$ cat src/rtl/rtc_pkg.sv
package rtc_pkg;

    localparam int NUM_FIELDS = 4;

    localparam logic [3:0] A_CTRL = 4'd0;
    localparam logic [3:0] A_SEC  = 4'd1;
    localparam logic [3:0] A_MIN  = 4'd2;
    localparam logic [3:0] A_HR   = 4'd3;
    localparam logic [3:0] A_DOW  = 4'd4;
    localparam logic [3:0] A_ASEC = 4'd5;
    localparam logic [3:0] A_AMIN = 4'd6;
    localparam logic [3:0] A_AHR  = 4'd7;
    localparam logic [3:0] A_AEN  = 4'd8;

    typedef enum logic {ST_HALT = 1'b0, ST_COUNT = 1'b1} pre_state_e;

    function automatic logic [7:0] field_max(int idx);
        case (idx)
            2:       return 8'd23;
            3:       return 8'd7;
            default: return 8'd59;
        endcase
    endfunction

    function automatic logic [7:0] field_min(int idx);
        return (idx == 3) ? 8'd1 : 8'd0;
    endfunction

    function automatic logic [7:0] to_bcd(logic [7:0] v);
        logic [7:0] tens;
        logic [7:0] units;
        tens  = v / 8'd10;
        units = v % 8'd10;
        return {tens[3:0], units[3:0]};
    endfunction

    // returns {carry, next value}
    function automatic logic [8:0] step_field(logic [7:0] v, logic [7:0] maxbin,
                                              logic [7:0] minv, logic bcd);
        logic [7:0] top;
        top = bcd ? to_bcd(maxbin) : maxbin;
        if (v == top)
            return {1'b1, minv};
        if (bcd && v[3:0] == 4'd9)
            return {1'b0, v[7:4] + 4'd1, 4'd0};
        return {1'b0, v + 8'd1};
    endfunction

endpackage

$ cat src/rtl/rtc_prescale.sv
module rtc_prescale
    import rtc_pkg::*;
#(
    parameter int XTAL_DIV   = 32768,
    parameter int LINE60_DIV = 60,
    parameter int LINE50_DIV = 50
) (
    input  logic clk,
    input  logic rst_n,
    input  logic tick_i,
    input  logic unlock_i,
    input  logic src_line_i,
    input  logic freq50_i,
    output logic sec_pulse_o
);

    localparam int MAX_A  = (XTAL_DIV > LINE60_DIV) ? XTAL_DIV : LINE60_DIV;
    localparam int MAXDIV = (MAX_A > LINE50_DIV) ? MAX_A : LINE50_DIV;
    localparam int CW     = (MAXDIV > 2) ? $clog2(MAXDIV) : 1;

    localparam logic [CW-1:0] XTAL_M1 = CW'(XTAL_DIV - 1);
    localparam logic [CW-1:0] L60_M1  = CW'(LINE60_DIV - 1);
    localparam logic [CW-1:0] L50_M1  = CW'(LINE50_DIV - 1);

    pre_state_e      state_q, state_d;
    logic [CW-1:0]   cnt_q;
    logic [CW-1:0]   lim_m1;
    logic            wrap;

    always_comb begin
        if (src_line_i)
            lim_m1 = freq50_i ? L50_M1 : L60_M1;
        else
            lim_m1 = XTAL_M1;
    end

    assign wrap = (cnt_q >= lim_m1);

    // state register
    always_ff @(posedge clk) begin
        if (!rst_n)
            state_q <= ST_COUNT;
        else
            state_q <= state_d;
    end

    // transitions
    always_comb begin
        state_d = state_q;
        unique case (state_q)
            ST_COUNT: if (unlock_i)  state_d = ST_HALT;
            ST_HALT:  if (!unlock_i) state_d = ST_COUNT;
            default:  state_d = ST_HALT;
        endcase
    end

    // divide count
    always_ff @(posedge clk) begin
        if (!rst_n)
            cnt_q <= '0;
        else if (state_q == ST_HALT)
            cnt_q <= '0;
        else if (tick_i)
            cnt_q <= wrap ? '0 : cnt_q + 1'b1;
    end

    // outputs
    always_comb begin
        sec_pulse_o = 1'b0;
        unique case (state_q)
            ST_COUNT: sec_pulse_o = tick_i && wrap && !unlock_i;
            ST_HALT:  sec_pulse_o = 1'b0;
            default:  sec_pulse_o = 1'b0;
        endcase
    end

    p_pulse_gap_r2: assert property (@(posedge clk) disable iff (!rst_n)
        sec_pulse_o |=> !sec_pulse_o);

    p_relock_quiet_r7: assert property (@(posedge clk) disable iff (!rst_n)
        unlock_i |=> !sec_pulse_o);

endmodule

$ cat src/rtl/rtc_counter.sv
module rtc_counter
    import rtc_pkg::*;
(
    input  logic        clk,
    input  logic        rst_n,
    input  logic        step_i,
    input  logic        bcd_i,
    input  logic        wr_i,
    input  logic [1:0]  wr_sel_i,
    input  logic [7:0]  wr_data_i,
    output logic [31:0] time_o,     // {dow, hr, min, sec}
    output logic [23:0] nxt_hms_o   // {hr, min, sec} after this step
);

    logic [7:0] fld_q [NUM_FIELDS];
    logic [7:0] fld_d [NUM_FIELDS];

    always_comb begin
        logic       carry;
        logic [8:0] inc;
        carry = step_i;
        for (int i = 0; i < NUM_FIELDS; i++) begin
            inc      = step_field(fld_q[i], field_max(i), field_min(i), bcd_i);
            fld_d[i] = carry ? inc[7:0] : fld_q[i];
            carry    = carry & inc[8];
        end
    end

    for (genvar g = 0; g < NUM_FIELDS; g++) begin : g_fld
        always_ff @(posedge clk) begin
            if (!rst_n)
                fld_q[g] <= field_min(g);
            else if (wr_i && wr_sel_i == 2'(g))
                fld_q[g] <= wr_data_i;
            else
                fld_q[g] <= fld_d[g];
        end
    end

    assign time_o    = {fld_q[3], fld_q[2], fld_q[1], fld_q[0]};
    assign nxt_hms_o = {fld_d[2], fld_d[1], fld_d[0]};

    p_hold_r6: assert property (@(posedge clk) disable iff (!rst_n)
        (!step_i && !wr_i) |=> $stable(time_o));

    p_wr_not_step_r7: assert property (@(posedge clk) disable iff (!rst_n)
        wr_i |-> !step_i);

endmodule

$ cat src/rtl/rtc_alarm.sv
module rtc_alarm (
    input  logic        clk,
    input  logic        rst_n,
    input  logic        step_i,
    input  logic [23:0] nxt_hms_i,
    input  logic [7:0]  asec_i,
    input  logic [7:0]  amin_i,
    input  logic [7:0]  ahr_i,
    input  logic [2:0]  aen_i,
    input  logic        rd_clr_i,
    input  logic        sleep_i,
    output logic        match_o,
    output logic        flag_o,
    output logic        wake_o
);

    logic sec_ok, min_ok, hr_ok;

    assign sec_ok  = !aen_i[0] || (nxt_hms_i[7:0]   == asec_i);
    assign min_ok  = !aen_i[1] || (nxt_hms_i[15:8]  == amin_i);
    assign hr_ok   = !aen_i[2] || (nxt_hms_i[23:16] == ahr_i);
    assign match_o = step_i && (|aen_i) && sec_ok && min_ok && hr_ok;

    always_ff @(posedge clk) begin
        if (!rst_n) begin
            flag_o <= 1'b0;
            wake_o <= 1'b0;
        end else begin
            if (match_o)
                flag_o <= 1'b1;
            else if (rd_clr_i)
                flag_o <= 1'b0;
            if (match_o && sleep_i)
                wake_o <= 1'b1;
            else if (rd_clr_i)
                wake_o <= 1'b0;
        end
    end

    p_clear_on_read_r10: assert property (@(posedge clk) disable iff (!rst_n)
        (rd_clr_i && !match_o) |=> (!flag_o && !wake_o));

    p_set_on_match_r9: assert property (@(posedge clk) disable iff (!rst_n)
        match_o |=> flag_o);

    p_no_field_no_alarm_r8: assert property (@(posedge clk) disable iff (!rst_n)
        (aen_i == 3'b000) |-> !match_o);

endmodule

$ cat src/rtl/rtc_core.sv
module rtc_core
    import rtc_pkg::*;
#(
    parameter int XTAL_DIV   = 32768,
    parameter int LINE60_DIV = 60,
    parameter int LINE50_DIV = 50
) (
    input  logic       clk,
    input  logic       rst_n,
    input  logic       tick_i,
    input  logic       sleep_i,
    input  logic [3:0] bus_addr,
    input  logic       bus_wr,
    input  logic       bus_rd,
    input  logic [7:0] bus_wdata,
    output logic [7:0] bus_rdata,
    output logic       irq_o,
    output logic       wake_o,
    output logic       osc_en_o
);

    logic        ien_q, bcd_q, src_q, frq_q, dst_q, unl_q;
    logic [7:0]  asec_q, amin_q, ahr_q;
    logic [2:0]  aen_q;
    logic        step;
    logic        cnt_wr;
    logic [1:0]  cnt_sel;
    logic [31:0] time_now;
    logic [23:0] nxt_hms;
    logic        rd_clr, match, flag;
    logic [3:0]  sel_off;

    // control and alarm registers
    always_ff @(posedge clk) begin
        if (!rst_n) begin
            {ien_q, bcd_q, src_q, frq_q, dst_q, unl_q} <= '0;
            asec_q <= '0;
            amin_q <= '0;
            ahr_q  <= '0;
            aen_q  <= '0;
        end else if (bus_wr) begin
            unique case (bus_addr)
                A_CTRL: begin
                    ien_q <= bus_wdata[6];
                    bcd_q <= bus_wdata[5];
                    src_q <= bus_wdata[4];
                    frq_q <= bus_wdata[3];
                    dst_q <= bus_wdata[2];
                    unl_q <= bus_wdata[0];
                end
                A_ASEC:  asec_q <= bus_wdata;
                A_AMIN:  amin_q <= bus_wdata;
                A_AHR:   ahr_q  <= bus_wdata;
                A_AEN:   aen_q  <= bus_wdata[2:0];
                default: ;
            endcase
        end
    end

    assign sel_off = bus_addr - A_SEC;
    assign cnt_sel = sel_off[1:0];
    assign cnt_wr  = bus_wr && unl_q && (bus_addr >= A_SEC) && (bus_addr <= A_DOW);
    assign rd_clr  = bus_rd && (bus_addr == A_CTRL);

    rtc_prescale #(
        .XTAL_DIV   (XTAL_DIV),
        .LINE60_DIV (LINE60_DIV),
        .LINE50_DIV (LINE50_DIV)
    ) u_pre (
        .clk         (clk),
        .rst_n       (rst_n),
        .tick_i      (tick_i),
        .unlock_i    (unl_q),
        .src_line_i  (src_q),
        .freq50_i    (frq_q),
        .sec_pulse_o (step)
    );

    rtc_counter u_cnt (
        .clk       (clk),
        .rst_n     (rst_n),
        .step_i    (step),
        .bcd_i     (bcd_q),
        .wr_i      (cnt_wr),
        .wr_sel_i  (cnt_sel),
        .wr_data_i (bus_wdata),
        .time_o    (time_now),
        .nxt_hms_o (nxt_hms)
    );

    rtc_alarm u_alm (
        .clk       (clk),
        .rst_n     (rst_n),
        .step_i    (step),
        .nxt_hms_i (nxt_hms),
        .asec_i    (asec_q),
        .amin_i    (amin_q),
        .ahr_i     (ahr_q),
        .aen_i     (aen_q),
        .rd_clr_i  (rd_clr),
        .sleep_i   (sleep_i),
        .match_o   (match),
        .flag_o    (flag),
        .wake_o    (wake_o)
    );

    always_comb begin
        unique case (bus_addr)
            A_CTRL:  bus_rdata = {flag, ien_q, bcd_q, src_q, frq_q, dst_q, wake_o, unl_q};
            A_SEC:   bus_rdata = time_now[7:0];
            A_MIN:   bus_rdata = time_now[15:8];
            A_HR:    bus_rdata = time_now[23:16];
            A_DOW:   bus_rdata = time_now[31:24];
            A_ASEC:  bus_rdata = asec_q;
            A_AMIN:  bus_rdata = amin_q;
            A_AHR:   bus_rdata = ahr_q;
            A_AEN:   bus_rdata = {5'b0, aen_q};
            default: bus_rdata = 8'h00;
        endcase
    end

    assign irq_o    = flag & ien_q;
    assign osc_en_o = ~src_q;

    p_halt_no_step_r7: assert property (@(posedge clk) disable iff (!rst_n)
        unl_q |-> !step);

    p_irq_follows_flag_r9: assert property (@(posedge clk) disable iff (!rst_n)
        (match && ien_q && !(bus_wr && bus_addr == A_CTRL)) |=> irq_o);

endmodule

$ cat config.mk
export PLATFORM = sky130hd
export DESIGN_NAME = rtc_core
export DESIGN_NICKNAME = d
export VERILOG_FILES = /design/src/rtl/rtc_pkg.sv /design/src/rtl/rtc_prescale.sv /design/src/rtl/rtc_counter.sv /design/src/rtl/rtc_alarm.sv /design/src/rtl/rtc_core.sv
export SDC_FILE = /design/constraint.sdc
export NUM_CORES = 1
export LEC_CHECK = 0
export BUFFER_PORTS_ARGS = -buffer_cell sky130_fd_sc_hd__buf_4
export CORE_AREA = 2 2 117 119
export DETAILED_ROUTE_END_ITERATION = 7
export DIE_AREA = 0 0 119 121
export GPL_TIMING_DRIVEN = 0
export PLACE_DENSITY = 0.66
export SYNTH_ARGS = -nofsm -noshare
export SYNTH_HDL_FRONTEND = slang
export SYNTH_SLANG_ARGS = --single-unit
$ cat constraint.sdc
create_clock -name clk -period 5.7 [get_ports clk]
set_clock_uncertainty 0.15 [all_clocks]
set_input_delay 0.855 -clock clk [delete_from_list [all_inputs] [get_ports clk]]
set_output_delay 0.855 -clock clk [all_outputs]
set_load 0.03 [all_outputs]
==> flow_summary.toml <==
[logic_synthesis]
synth_commonest_cells = "nand2_1 (88), o21ai_0 (56), nor2_1 (54)"
synth_edf_count = 32
synth_cells = 778
ys_ff_latch = 83
synth_warnings = 0
synth_cell_types = 82
synth_top_area_share = 0.1584
synthTopCellsByArea = "dfxtp_1 (16%), edfxtp_1 (15%), nand2_1 (5.1%)"
syn_area_per_cell_um2 = 8.284
synth_top_family_by_area = "simple AND/OR/NAND/NOR gates"
async_flop_share = 0
synth.most_common_cell = "nand2_1"
synth_area_um2 = 6445
synth_compound_area_frac = 0.2310
synthAdderAreaFrac = 0.05048
muxShareOfSynthArea = 0.05494
synthXorXnorAreaFrac = 0.06678
yosysSeqAreaShare = 0.3075
synth-simple-area-share = 0.2390
synth_area_leader_cell = "dfxtp_1"
synth_ff_type = "dfxtp_1"

[placement]
io_buffers = 18
place_hpwl_um = 16480
gp_congestion = 0.9765

[cells_and_area]
drive_gt1_frac = 0.08862
n_antenna_cell = 0
post-route-util = 0.5482
nets = 874
fill_cells = 1269
area_growth_pct = 11.30

[power_and_ir_drop]
irDropWorstVdd_uv = 135.6
power_density_nw_per_um2 = 202.2
power.leakage_nw = 2.731

[worst_hold_path]
holdPathEnd = "u_pre.cnt_q[1]"
hold_depth = 2
min-delay-start = "u_pre.state_q"
hold_class = "reg2reg"

[clocking]
cts_root_buf = "clkbuf_16"
ctsHoldBuffers = 0
cts_inserted_buffers = 9
clock_sink_count = 83
post_cts_resized = 0
cts_max_level = 3
worstSkewPairLatency_ns = 0.36
worst_setup_hold_path_clk_slew_ns = 0.07
cts_max_path_buffers = 2
postCtsSetupRepairBufs = 0
cts_tree = "yes"

[sta]
hold_viol = 0
finalCriticalPeriod_ns = 4.220
tightest_slew_ns = 0.8668
relSlewSlack = 0.4183
finalCritPeriodShare = 0.7403
setup_tns_ns = 0
fmax_mhz = 237.0
finalSetupViolCount = 0
rsz0062_at_grt = "no"
slew_violations = 0

[global_routing]
grt-ovfl-total = 0
grt_pass1_wl_um = 34200
antenna_found_initial = 0
grt_pass1_vias = 6036
grt_usage = 0.3103
grt_max_degree = 16

[floorplan]
io_pins = 29
die_area_um2 = 14400
core_area_um2 = 13090
fp.dieH_um = 121
die_w_um = 119
num_rows = 42
initial_core_util = 0.4925

[setup_path]
r2r_slack_ns = 1.48
r2r_end = "u_alm.flag_o"
rr_worst_depth = 11
critPathRequiredTime_ns = 5.78
critPathCaptureType = "flop"
path_max_fanout = 14
start_kind = "flop"
cp.arrival_ns = 4.30
r2r-start = "src_q"
worstSetupPathType = "reg2reg"

[detailed_routing]
dr.pass1.iters = 5
ant_nets = 0
num_vias = 6404
initialDrtViolationCount = 663
vias_per_cell = 6.334
drt_wl_total_um = 21910
drc_errors = 0
wl_per_cell_um = 21.67

[outcome]
status = "finished clean"

[run]
drv_cap = 0
==> cell type report <==
type                            count  area [µm²]  area share
Clock buffer                       10       239.0     0.03332
Inverter                           19       71.32    0.009942
Multi-Input combinational cell    642        4229      0.5896
Tap cell                          176       220.2     0.03070
Clock inverter                      6       47.55    0.006628
Sequential cell                    83        1982      0.2763
Buffer                             57       249.0     0.03471
Timing Repair Buffer               18       135.1     0.01884
==> where the power goes <==
group          internal (mW)  leakage [nW]  switching (mW)
registers              0.637         0.737          0.0295
logic                 0.0741          1.85           0.127
clock network          0.312         0.141           0.270
total                   1.02          2.73           0.427
==> registers in the layout, indices dropped and copies added, names as in the netlist, 3 cells and up <==
signal,flops
aen_q,3
amin_q,8
u_pre.cnt_q,15
u_cnt.fld_q,32
ahr_q,8
asec_q,8
==> stage by stage <==
stage	cell area [µm²]	std cells	power, mW	hold slack (ns)	setup slack (ns)
after floorplan	6531	801	0.8047	0.2463	1.879
after global placement	6887	995	0.8691	0.3220	1.620
after detailed placement	6887	995	0.8740	0.3228	1.552
after CTS	7173	1011	1.450	0.3311	1.516
after global routing	7173	1011	1.498	0.3617	1.217
final	7173	1011	1.450	0.3334	1.480
==> critical path, cell delays in order, from the launching register on <==
cell and delay, ns:
dfxtp_1 0.75, ha_1 0.38, and3_1 0.20, o21ai_1 0.27, nand3_2 0.30, o21ai_0 0.48, clkbuf_1 0.42, nor4_1 0.11
a21oi_1 0.31, xor2_1 0.12, a41oi_1 0.46, o21ai_0 0.14
==> how the worst max path moves through the flow <==
| stage | cells past startpoint | end | start |
|---|---|---|---|
| 5_1_grt | 11 | u_alm.flag_o | src_q |
| 6_report | 11 | u_alm.flag_o | src_q |
| 2_1_floorplan | 7 | bus_rdata[1] | bus_addr[2] |
| 3_5_place_dp | 11 | u_alm.flag_o | src_q |
| 3_3_place_gp | 11 | u_alm.flag_o | src_q |
| 4_1_cts | 11 | u_alm.flag_o | src_q |
==> cells in the final DEF (no fill, tap or decap), drive strengths merged, types with 9 or more instances in the layout <==
| master | count |
|---|---|
| xor2 | 17 |
| dfxtp | 51 |
| o21ai | 62 |
| nor2 | 55 |
| nor2b | 16 |
| a21boi | 23 |
| buf | 39 |
| conb | 24 |
| ha | 26 |
| nand3 | 51 |
| a21oi | 39 |
| nor3 | 15 |
| clkbuf | 46 |
| nand4 | 16 |
| nand2 | 88 |
| xnor2 | 27 |
| and3 | 9 |
| edfxtp | 32 |
| inv | 22 |
| mux2i | 23 |
| nand2b | 12 |
==> cells by family (layout without fill, tap and decap cells) <==
group	count (synthesis)	in the layout
xor+xnor	46	46
flops	83	83
other cells	1	24
fa+ha+maj	26	26
mux	29	29
buf+inv	76	110
simple gates	303	303
compound gates	214	214
==> metal layers <==
layer	GRT usage	wire (µm)	vias up
met5	0	0	-
met4	0.1190	672	0
met3	0.05921	1864	48
met2	0.4842	9842	327
met1	0.4258	9529	3082
li1	-	-	2947
Power figures use the tool's default switching activity.
